## src/rtl/bw_pkg.sv

```systemverilog
package bw_pkg;
  // next sequencer position: last -> first, top of memory -> 0
  function automatic int unsigned bw_next_pos(int unsigned cur, int unsigned first,
                                              int unsigned last, int unsigned depth);
    if (cur == last) return first;
    if (cur == depth - 1) return 0;
    return cur + 1;
  endfunction

  // partition index of a memory position
  function automatic int unsigned bw_part_of(int unsigned pos, int unsigned depth,
                                             int unsigned nparts);
    return pos / (depth / nparts);
  endfunction
endpackage

```

## src/rtl/bw_shadow.sv

```systemverilog
module bw_shadow #(
  parameter int NCH  = 2,
  parameter int WW   = 11,
  parameter int CH_W = 1
) (
  input  logic                clk,
  input  logic                rst_n,
  input  logic                wr_en,
  input  logic                wr_tx,
  input  logic [CH_W-1:0]     wr_ch,
  input  logic [WW-1:0]       wr_data,
  output logic [NCH*WW-1:0]   tx_sh,
  output logic [NCH*WW-1:0]   rx_sh
);
  for (genvar c = 0; c < NCH; c++) begin : g_ch
    wire hit = wr_en && (32'(wr_ch) == c);
    always_ff @(posedge clk or negedge rst_n) begin
      if (!rst_n) begin
        tx_sh[c*WW +: WW] <= '0;
        rx_sh[c*WW +: WW] <= '0;
      end else if (hit) begin
        if (wr_tx) tx_sh[c*WW +: WW] <= wr_data;
        else       rx_sh[c*WW +: WW] <= wr_data;
      end
    end
  end
endmodule

```

## src/rtl/bw_pos_mem.sv

```systemverilog
module bw_pos_mem
  import bw_pkg::*;
#(
  parameter int DEPTH = 8,
  parameter int NPART = 2,
  parameter int NCH   = 2,
  parameter int WW    = 11,
  parameter int PTR_W = 3,
  parameter int CH_W  = 1
) (
  input  logic               clk,
  input  logic               rst_n,
  input  logic               wr_en,
  input  logic [PTR_W-1:0]   wr_addr,
  input  logic [CH_W-1:0]    wr_ch,
  input  logic [WW-1:0]      wr_data,
  input  logic [PTR_W-1:0]   act_ptr,
  input  logic [PTR_W-1:0]   rd_addr,
  output logic [NCH*WW-1:0]  rd_data,
  output logic               wr_err
);
  logic [WW-1:0] mem_q [DEPTH][NCH];

  // write collides with the partition being read
  wire wr_hit = wr_en && (bw_part_of(32'(wr_addr), DEPTH, NPART) ==
                          bw_part_of(32'(act_ptr), DEPTH, NPART));
  wire wr_ok  = wr_en && !wr_hit;

  always_ff @(posedge clk) begin
    if (wr_ok) mem_q[wr_addr][wr_ch] <= wr_data;
  end

  always_ff @(posedge clk or negedge rst_n) begin
    if (!rst_n) wr_err <= 1'b0;
    else        wr_err <= wr_hit;
  end

  for (genvar c = 0; c < NCH; c++) begin : g_rd
    assign rd_data[c*WW +: WW] = mem_q[rd_addr][c];
  end

  p_reject_flag_r8: assert property (@(posedge clk) disable iff (!rst_n)
    wr_hit |=> wr_err);
  p_quiet_flag_r8: assert property (@(posedge clk) disable iff (!rst_n)
    !wr_en |=> !wr_err);
endmodule

```

## src/rtl/bw_seq.sv

```systemverilog
module bw_seq
  import bw_pkg::*;
#(
  parameter int DEPTH     = 8,
  parameter int FETCH_CYC = 6,
  parameter int PTR_W     = 3
) (
  input  logic             clk,
  input  logic             rst_n,
  input  logic             adv,
  input  logic             load,
  input  logic             tx_mode,
  input  logic [PTR_W-1:0] start_ptr,
  input  logic [PTR_W-1:0] stop_ptr,
  output logic [PTR_W-1:0] ptr,
  output logic [PTR_W-1:0] tgt,
  output logic             busy,
  output logic             fetch_done,
  output logic             held_apply,
  output logic             held_mode
);
  localparam int CNT_W = $clog2(FETCH_CYC + 1);

  logic [CNT_W-1:0] cnt_q;
  logic [PTR_W-1:0] ptr_q, tgt_q;
  logic             pend_q, pmode_q;

  assign busy       = (cnt_q != '0);
  assign fetch_done = (cnt_q == CNT_W'(1));
  assign held_apply = fetch_done && (pend_q || load);
  assign held_mode  = load ? tx_mode : pmode_q;
  assign ptr        = ptr_q;
  assign tgt        = tgt_q;

  always_ff @(posedge clk or negedge rst_n) begin
    if (!rst_n) begin
      cnt_q   <= '0;
      ptr_q   <= '0;
      tgt_q   <= '0;
      pend_q  <= 1'b0;
      pmode_q <= 1'b0;
    end else begin
      if (adv && !busy) begin
        cnt_q <= CNT_W'(FETCH_CYC);
        tgt_q <= PTR_W'(bw_next_pos(32'(ptr_q), 32'(start_ptr), 32'(stop_ptr), DEPTH));
      end else if (busy) begin
        cnt_q <= cnt_q - 1'b1;
      end
      if (fetch_done) begin
        ptr_q  <= tgt_q;
        pend_q <= 1'b0;
      end else if (load && busy) begin
        pend_q  <= 1'b1;
        pmode_q <= tx_mode;
      end
    end
  end

  p_ptr_hold_r4: assert property (@(posedge clk) disable iff (!rst_n)
    !fetch_done |=> $stable(ptr_q));
  p_wrap_start_r5: assert property (@(posedge clk) disable iff (!rst_n)
    (adv && !busy && ptr_q == stop_ptr) |=> (tgt_q == $past(start_ptr)));
  p_hold_load_r7: assert property (@(posedge clk) disable iff (!rst_n)
    (load && busy && !fetch_done) |=> pend_q);
  p_no_restart_r7: assert property (@(posedge clk) disable iff (!rst_n)
    (busy && !fetch_done) |=> busy);
endmodule

```

## src/rtl/bw_store.sv

```systemverilog
module bw_store #(
  parameter int NCH       = 2,
  parameter int AMP_W     = 5,
  parameter int PH_W      = 6,
  parameter int DEPTH     = 8,
  parameter int NPART     = 2,
  parameter int FETCH_CYC = 6,
  parameter int WW        = AMP_W + PH_W,
  parameter int PTR_W     = $clog2(DEPTH),
  parameter int CH_W      = (NCH > 1) ? $clog2(NCH) : 1
) (
  input  logic              clk,
  input  logic              rst_n,
  input  logic              wr_en,
  input  logic              wr_mem,
  input  logic              wr_tx,
  input  logic [CH_W-1:0]   wr_ch,
  input  logic [PTR_W-1:0]  wr_addr,
  input  logic [WW-1:0]     wr_data,
  input  logic              src_mem,
  input  logic              tx_mode,
  input  logic              load,
  input  logic              adv,
  input  logic [PTR_W-1:0]  start_ptr,
  input  logic [PTR_W-1:0]  stop_ptr,
  output logic [NCH*WW-1:0] tx_weights,
  output logic [NCH*WW-1:0] rx_weights,
  output logic [PTR_W-1:0]  pos_ptr,
  output logic              fetch_busy,
  output logic              wr_err
);
  logic [NCH*WW-1:0] tx_sh, rx_sh, mem_rd;
  logic [NCH*WW-1:0] tx_q, rx_q;
  logic [PTR_W-1:0]  ptr, tgt;
  logic              busy, fetch_done, held_apply, held_mode;

  bw_shadow #(.NCH(NCH), .WW(WW), .CH_W(CH_W)) u_shadow (
    .clk, .rst_n, .wr_en(wr_en && !wr_mem), .wr_tx, .wr_ch, .wr_data,
    .tx_sh, .rx_sh);

  bw_seq #(.DEPTH(DEPTH), .FETCH_CYC(FETCH_CYC), .PTR_W(PTR_W)) u_seq (
    .clk, .rst_n, .adv, .load(load && src_mem), .tx_mode, .start_ptr, .stop_ptr,
    .ptr, .tgt, .busy, .fetch_done, .held_apply, .held_mode);

  bw_pos_mem #(.DEPTH(DEPTH), .NPART(NPART), .NCH(NCH), .WW(WW), .PTR_W(PTR_W),
               .CH_W(CH_W)) u_mem (
    .clk, .rst_n, .wr_en(wr_en && wr_mem), .wr_addr, .wr_ch, .wr_data,
    .act_ptr(ptr), .rd_addr(busy ? tgt : ptr), .rd_data(mem_rd), .wr_err);

  // commit events, brought out for the checks below
  wire reg_commit = load && !src_mem;
  wire mem_commit = src_mem && ((load && !busy) || held_apply);
  wire mem_to_tx  = busy ? held_mode : tx_mode;

  always_ff @(posedge clk or negedge rst_n) begin
    if (!rst_n) begin
      tx_q <= '0;
      rx_q <= '0;
    end else if (reg_commit) begin
      if (tx_mode) tx_q <= tx_sh;
      else         rx_q <= rx_sh;
    end else if (mem_commit) begin
      if (mem_to_tx) tx_q <= mem_rd;
      else           rx_q <= mem_rd;
    end
  end

  assign tx_weights = tx_q;
  assign rx_weights = rx_q;
  assign pos_ptr    = ptr;
  assign fetch_busy = busy;

  p_active_hold_r2: assert property (@(posedge clk) disable iff (!rst_n)
    !(reg_commit || mem_commit) |=> ($stable(tx_weights) && $stable(rx_weights)));
  p_other_set_r3: assert property (@(posedge clk) disable iff (!rst_n)
    (reg_commit && tx_mode) |=> $stable(rx_weights));
  p_other_set_rx_r3: assert property (@(posedge clk) disable iff (!rst_n)
    (reg_commit && !tx_mode) |=> $stable(tx_weights));
  p_ptr_partition_r8: assert property (@(posedge clk) disable iff (!rst_n)
    wr_err |-> $past(wr_en && wr_mem));
endmodule

```

## config.mk

```make
export PLATFORM = sky130hd
export DESIGN_NAME = bw_store
export DESIGN_NICKNAME = d
export VERILOG_FILES = /design/src/rtl/bw_pkg.sv /design/src/rtl/bw_shadow.sv /design/src/rtl/bw_pos_mem.sv /design/src/rtl/bw_seq.sv /design/src/rtl/bw_store.sv
export SDC_FILE = /design/constraint.sdc
export NUM_CORES = 1
export LEC_CHECK = 0
export CAP_MARGIN = 0
export CORE_ASPECT_RATIO = 1.75
export CORE_MARGIN = 3
export CORE_UTILIZATION = 65
export CTS_CLUSTER_SIZE = 14
export DETAILED_ROUTE_END_ITERATION = 10
export PLACE_DENSITY = 0.86
export SYNTH_ARGS = -nofsm -noshare
export SYNTH_HDL_FRONTEND = slang
export SYNTH_SLANG_ARGS = --single-unit
```

## constraint.sdc

```tcl
create_clock -name clk -period 4.3 [get_ports clk]
set_clock_uncertainty 0.15 [all_clocks]
set_input_delay 0.86 -clock clk [delete_from_list [all_inputs] [get_ports clk]]
set_output_delay 0.86 -clock clk [all_outputs]
set_load 0.02 [all_outputs]
```

After elaboration in Yosys (flattened, before gate mapping). Memory sizes are Yosys's and may differ from the RTL's. Index checks and enable logic that the tools add are counted.

Shifts and indexed selects: 0. Add/subtract/negate cells: 2. Mux-type cells: 28. Reductions and logical operators: 32. Magnitude comparators: 2. Equal/unequal tests: 7. Bitwise gates (word level): 4. Divide/modulo/power cells: 0. Multiply operators: 0.

Operators by type and width (count): 22-bit two-way mux (9); 3-bit two-way mux (7); 1-bit logical AND (14); 11-bit demux with 1-bit select (1); 11-bit two-way mux (1); 1-bit two-way mux (10); 2-bit AND reduction (5); 2-bit nonzero test (4); 2-bit != test (second input constant) (3); 3-bit AND reduction (2); 1-bit zero test (4); 3-bit by 1-bit adder with 3-bit output (second input constant) (1); 3-bit by 1-bit == test with 1-bit output (second input constant) (1); 3-bit == test (1); 3-bit == test (second input constant) (1); 1-bit inverter (3); 3-bit nonzero test (1); 3-bit by 1-bit subtractor with 3-bit output (second input constant) (1); 2-bit greater-or-equal comparator (second input constant) (1); 1-bit logical OR (2); 2-bit by 1-bit < comparator with 1-bit output (second input constant) (1); 1-bit inverter with 2-bit output (1); 1-bit == test (1).

Output and inout port bits: 49. Register bits after elaboration: 100. Memories kept: 1. Latch bits: 0. Memory bits (writable): 176. Word-level logic and storage cells: 88. ROM bits: 0.

Memories: u_mem.mem_q (words 8, bits a word 22, rd ports 1, clocked after Yosys merged registers in 0, wr ports 1, RTL line bw_pos_mem.sv:22) `logic [WW-1:0] mem_q [DEPTH][NCH];`.

Depth between registers and ports, before layout.
Depth after elaboration: 8. Depth in mapped cells: 11. Gate-level depth less buffers: 8.

Hierarchy. From an unflattened synthesis, not the netlist that was laid out.

Cells, all modules: 595. Area, all modules: 11761.3 um2.

By module, submodules not included: bw_pos_mem (instances 1, cells each 287, area an instance 6957.9 um2); bw_store (instances 1, cells each 154, area an instance 2346.0 um2); bw_shadow (instances 1, cells each 96, area an instance 1824.2 um2); bw_seq (instances 1, cells each 58, area an instance 633.1 um2).

Worst setup path after synthesis. No wires, ideal clock.

Path kind: input -> register. From: input port wr_addr[2]. To: memory u_mem.mem_q[4][0] in the netlist's numbering (enable). Data arrival time: 2.033 ns. Buffers on the path: 0. Stages: 3. Slack: 1.724 ns. Data required time: 3.757 ns. Cell sequence: nor2b_1 nand4_1 nor3_1.

Cells in the longest elaborated chain, start to end: 6.

Ends and longest elaborated chain: start, declared (RTL line bw_store.sv:18) `input logic [PTR_W-1:0] wr_addr,`; 1-bit == test (RTL line bw_pos_mem.sv:25) `wire wr_hit = wr_en && (bw_part_of(32'(wr_addr), DEPTH, NPART) ==`; 1-bit logical AND (RTL line bw_pos_mem.sv:25); 1-bit zero test (RTL line bw_pos_mem.sv:27) `wire wr_ok = wr_en && !wr_hit;`; 1-bit logical AND (RTL line bw_pos_mem.sv:27); 1-bit two-way mux (RTL line bw_pos_mem.sv:30) `if (wr_ok) mem_q[wr_addr][wr_ch] <= wr_data;`; 22-bit two-way mux (not written as such) (RTL line bw_pos_mem.sv:30); end, declared (RTL line bw_pos_mem.sv:22).

Several ways; a longest one is shown, not always the timed one.

Worst setup path after layout.
From: register u_seq.cnt_q[0]. To: output port fetch_busy.

Cells in the longest elaborated chain, start to end: 1.

Ends and longest elaborated chain: start, declared (RTL line bw_seq.sv:24) `logic [CNT_W-1:0] cnt_q;`; start signal, assigned (RTL line bw_seq.sv:44) `cnt_q <= CNT_W'(FETCH_CYC);`; start signal, assigned (RTL line bw_seq.sv:47) `cnt_q <= cnt_q - 1'b1;`; 3-bit nonzero test (RTL line bw_seq.sv:28) `assign busy = (cnt_q != '0);`; end, declared (RTL line bw_store.sv:29) `output logic fetch_busy,`.

No other way between the ends.

==> results.toml <==
[run_status]
status = "complete, no violations"

[worst_setup_path]
critPathLaunchType = "register"
critPathSlowestCell = "clkdlybuf4s50_1"
endpoint = "fetch_busy"
required_ns = 3.29
regToRegSetupSlack_ns = 1.12
critPathKind = "register to output port"
crit_path_end_kind = "output port"
worst-path-max-fanout = 28
critPathLaunch = "u_seq.cnt_q[0]"
crit_chain = "inv_1 -> ha_1 -> nor2b_4 -> inv_6 -> clkdlybuf4s50_1"
worstPathArrival_ns = 2.55
reg2regPathDepth = 8
cpPeakStageDelay_ns = 0.60
reg2reg_to = "rx_weights[18]"
reg2reg_from = "u_seq.cnt_q[0]"

[place]
hpwl_mm = 18.9
placed_area_um2 = 14400
portBuffers = 78
globalplace.congestion = 0.809

[yosys]
synth_edf_count = 176
synth_top_family_by_area = "multiplexers"
synth-compound-area-share_pct = 13.9
syn_area_um2 = 13500
ys_ff_latch = 276
yosys_warnings = 0
async_flop_share_pct = 36.2
synth.area.mux_share_pct = 15.6
synthAdderAreaFrac_pct = 0.462
synth_top_cell_area_share_pct = 39.0
synthXorXnorAreaFrac_pct = 0.194
avgSynthCellArea_um2 = 13.5
netlist_instances = 1004
synth_common_cells = "176 x edfxtp_1, 158 x mux2i_1, 100 x dfrtp_1, 78 x nand2_1, 66 x nor2_1"
yosysMostFrequentCell = "edfxtp_1"
yosys.area_share.simple_pct = 8.47
ys_seq_area_share_pct = 57.5
synth_flop_cell = "edfxtp_1"
synth_top_area_cell = "edfxtp_1"
synth.distinct_cells = 43
synthTopCellsByArea = "edfxtp_1 39%, dfrtp_1 18%, mux2i_1 12%"
syn_nets = 1039

[sta]
rsz0062_at_grt = "no"
setup_viol = 0
fmax_mhz = 281
hold_viol = 0
relSlewSlack_pct = 26.4
slew_violations = 0
setup_tns_ns = 0
min_period_over_period_pct = 82.8
worst_pin_slew_ns = 1.10
timing.final.crit_period_ns = 3.56

[routing]
viasPerCell = 6.49
antenna_left = 0
wirelength_mm = 29.8
vias = 8586
firstDrtPassIters = 5
wl_per_cell_um = 22.5
drc = 0
first_iter_violations = 644

[cts]
ctsHoldBuffers = 0
clockRootBuffer = "clkbuf_16"
post_cts_buffers = 0
cts_buffer_depth = 3
clock_latency_ns = 0.52
cts_resized = 0
numCtsBuffers = 24
cts_tree = "yes"
h-tree-depth = 1
clock_sinks = 276
clk_pin_slew_ns = 0.06

[floorplan]
die_h_um = 197
die_x_um = 115
die_area_um2 = 22700
coreArea_um2 = 20400
rows = 69
ios = 79
start_util_pct = 66.5

[cells_and_area]
fillers = 1264
fin_area_um2 = 15200
n_antenna_cell = 0
final_layout_size_suffix_gt1_share_pct = 17.5
fin_nets = 1092
multiInputGateArea_um2 = 5250
seqCellArea_um2 = 7790
syn_to_final_growth_pct = 11.9

[power]
swShare_pct = 36.8
p_seq_share_pct = 37.5
pwr_density_cell_nw_per_um2 = 636
p_switching_mw = 3.55
peakVddDrop_mv = 0.495
combPwrFrac_pct = 40.5
p_leak_nw = 5.45
finalPower_mw = 9.64
intPower_mw = 6.09
clkPwrFrac_pct = 22.0

[grt]
antenna_found_initial = 0
grt_pass1_wl_mm = 47.8
grt.overflow.total = 0
grt_max_degree = 131
grtUsageTotal_pct = 26.6
grt_pass1_vias = 8905

[job]
maxCapViolCount = 0

[hold_path]
min_path_type = "input pin to async pin"
==> placed cells by master (no fill, tap or decap), drive strengths merged, types with 26 or more instances in the layout <==
master         instances
clkbuf                44
buf                   26
a211oi                45
nor2                  66
clkdlybuf4s50         77
nand2                 78
edfxtp               176
o221ai                44
a21oi                 50
mux2                  47
mux2i                158
nor2b                 50
dfrtp                100
==> metal layers <==
layer / track usage, % / vias up / wire length [um]
met2: 45.6 / 273 / 15600
li1: - / 3943 / -
met5: 0 / - / 0
met3: 3.63 / 49 / 1620
met1: 35.7 / 4321 / 12000
met4: 7.27 / 0 / 661
==> through the flow <==
step | util, % | hold slack [ns] | setup WS, ns | std cells
finish | 74.4 | 0.300 | 0.739 | 1323
global route | 74.4 | 0.359 | 0.543 | 1323
global placement | 70.6 | 0.326 | 1.10 | 1279
CTS | 74.4 | 0.334 | 0.711 | 1323
floorplan | - | 0.329 | 1.72 | 1004
detailed placement | 70.6 | 0.319 | 0.974 | 1279
==> cells by family (layout without fill, tap and decap cells) <==
family / count (synthesis) / count (layout)
AO/OA/AOI/OAI: 196 / 196
XOR/XNOR: 3 / 3
adder cells (fa/ha/maj): 5 / 5
buffers and inverters: 82 / 153
flip-flops: 276 / 276
multiplexers: 205 / 205
AND/OR/NAND/NOR: 237 / 237
==> state kept, by name, indices dropped and copies added (netlist names) <==
register        cells
u_seq.ptr           3
u_seq.cnt_q         3
u_seq.pmode_q       1
u_shadow.tx_sh     22
u_shadow.rx_sh     22
u_mem.wr_err        1
u_seq.pend_q        1
tx_weights         22
rx_weights         22
u_mem.mem_q       176
u_seq.tgt           3
==> power by group through the flow <==
stage	registers (mW)	clock network [mW]	logic [mW]
floorplan	3.68	0	2.79
global placement	3.66	0	3.78
detailed placement	3.65	0	3.88
CTS	3.61	2.14	3.92
global route	3.66	2.24	4.20
finish	3.62	2.12	3.90
==> cell type report <==
cell class / count / share of cell area, %
flip-flops and latches: 276 / 51.4
multi-input cells: 646 / 34.6
repair buffers: 103 / 6.62
clock buffers: 44 / 5.10
well taps: 248 / 2.05
inverters: 6 / 0.182
==> worst min path at each step <==
stage,start,end
after global routing,rst_n,rx_weights[3]
after CTS,rst_n,tx_weights[2]
after global placement,tx_weights[13],tx_weights[13]
final,rst_n,rx_weights[3]
after detailed placement,tx_weights[0],tx_weights[0]
after floorplan,u_shadow.tx_sh[11],u_shadow.tx_sh[11]
==> worst max-delay path: cells and delay by family, from the launching register on <==
family | cells | cell delay [ns]
and+or+nand+nor | 1 | 0.44
buffers and inverters | 3 | 0.92
adders and majority gates | 1 | 0.28
DFF | 1 | 0.38
Power figures use the tool's default switching activity.
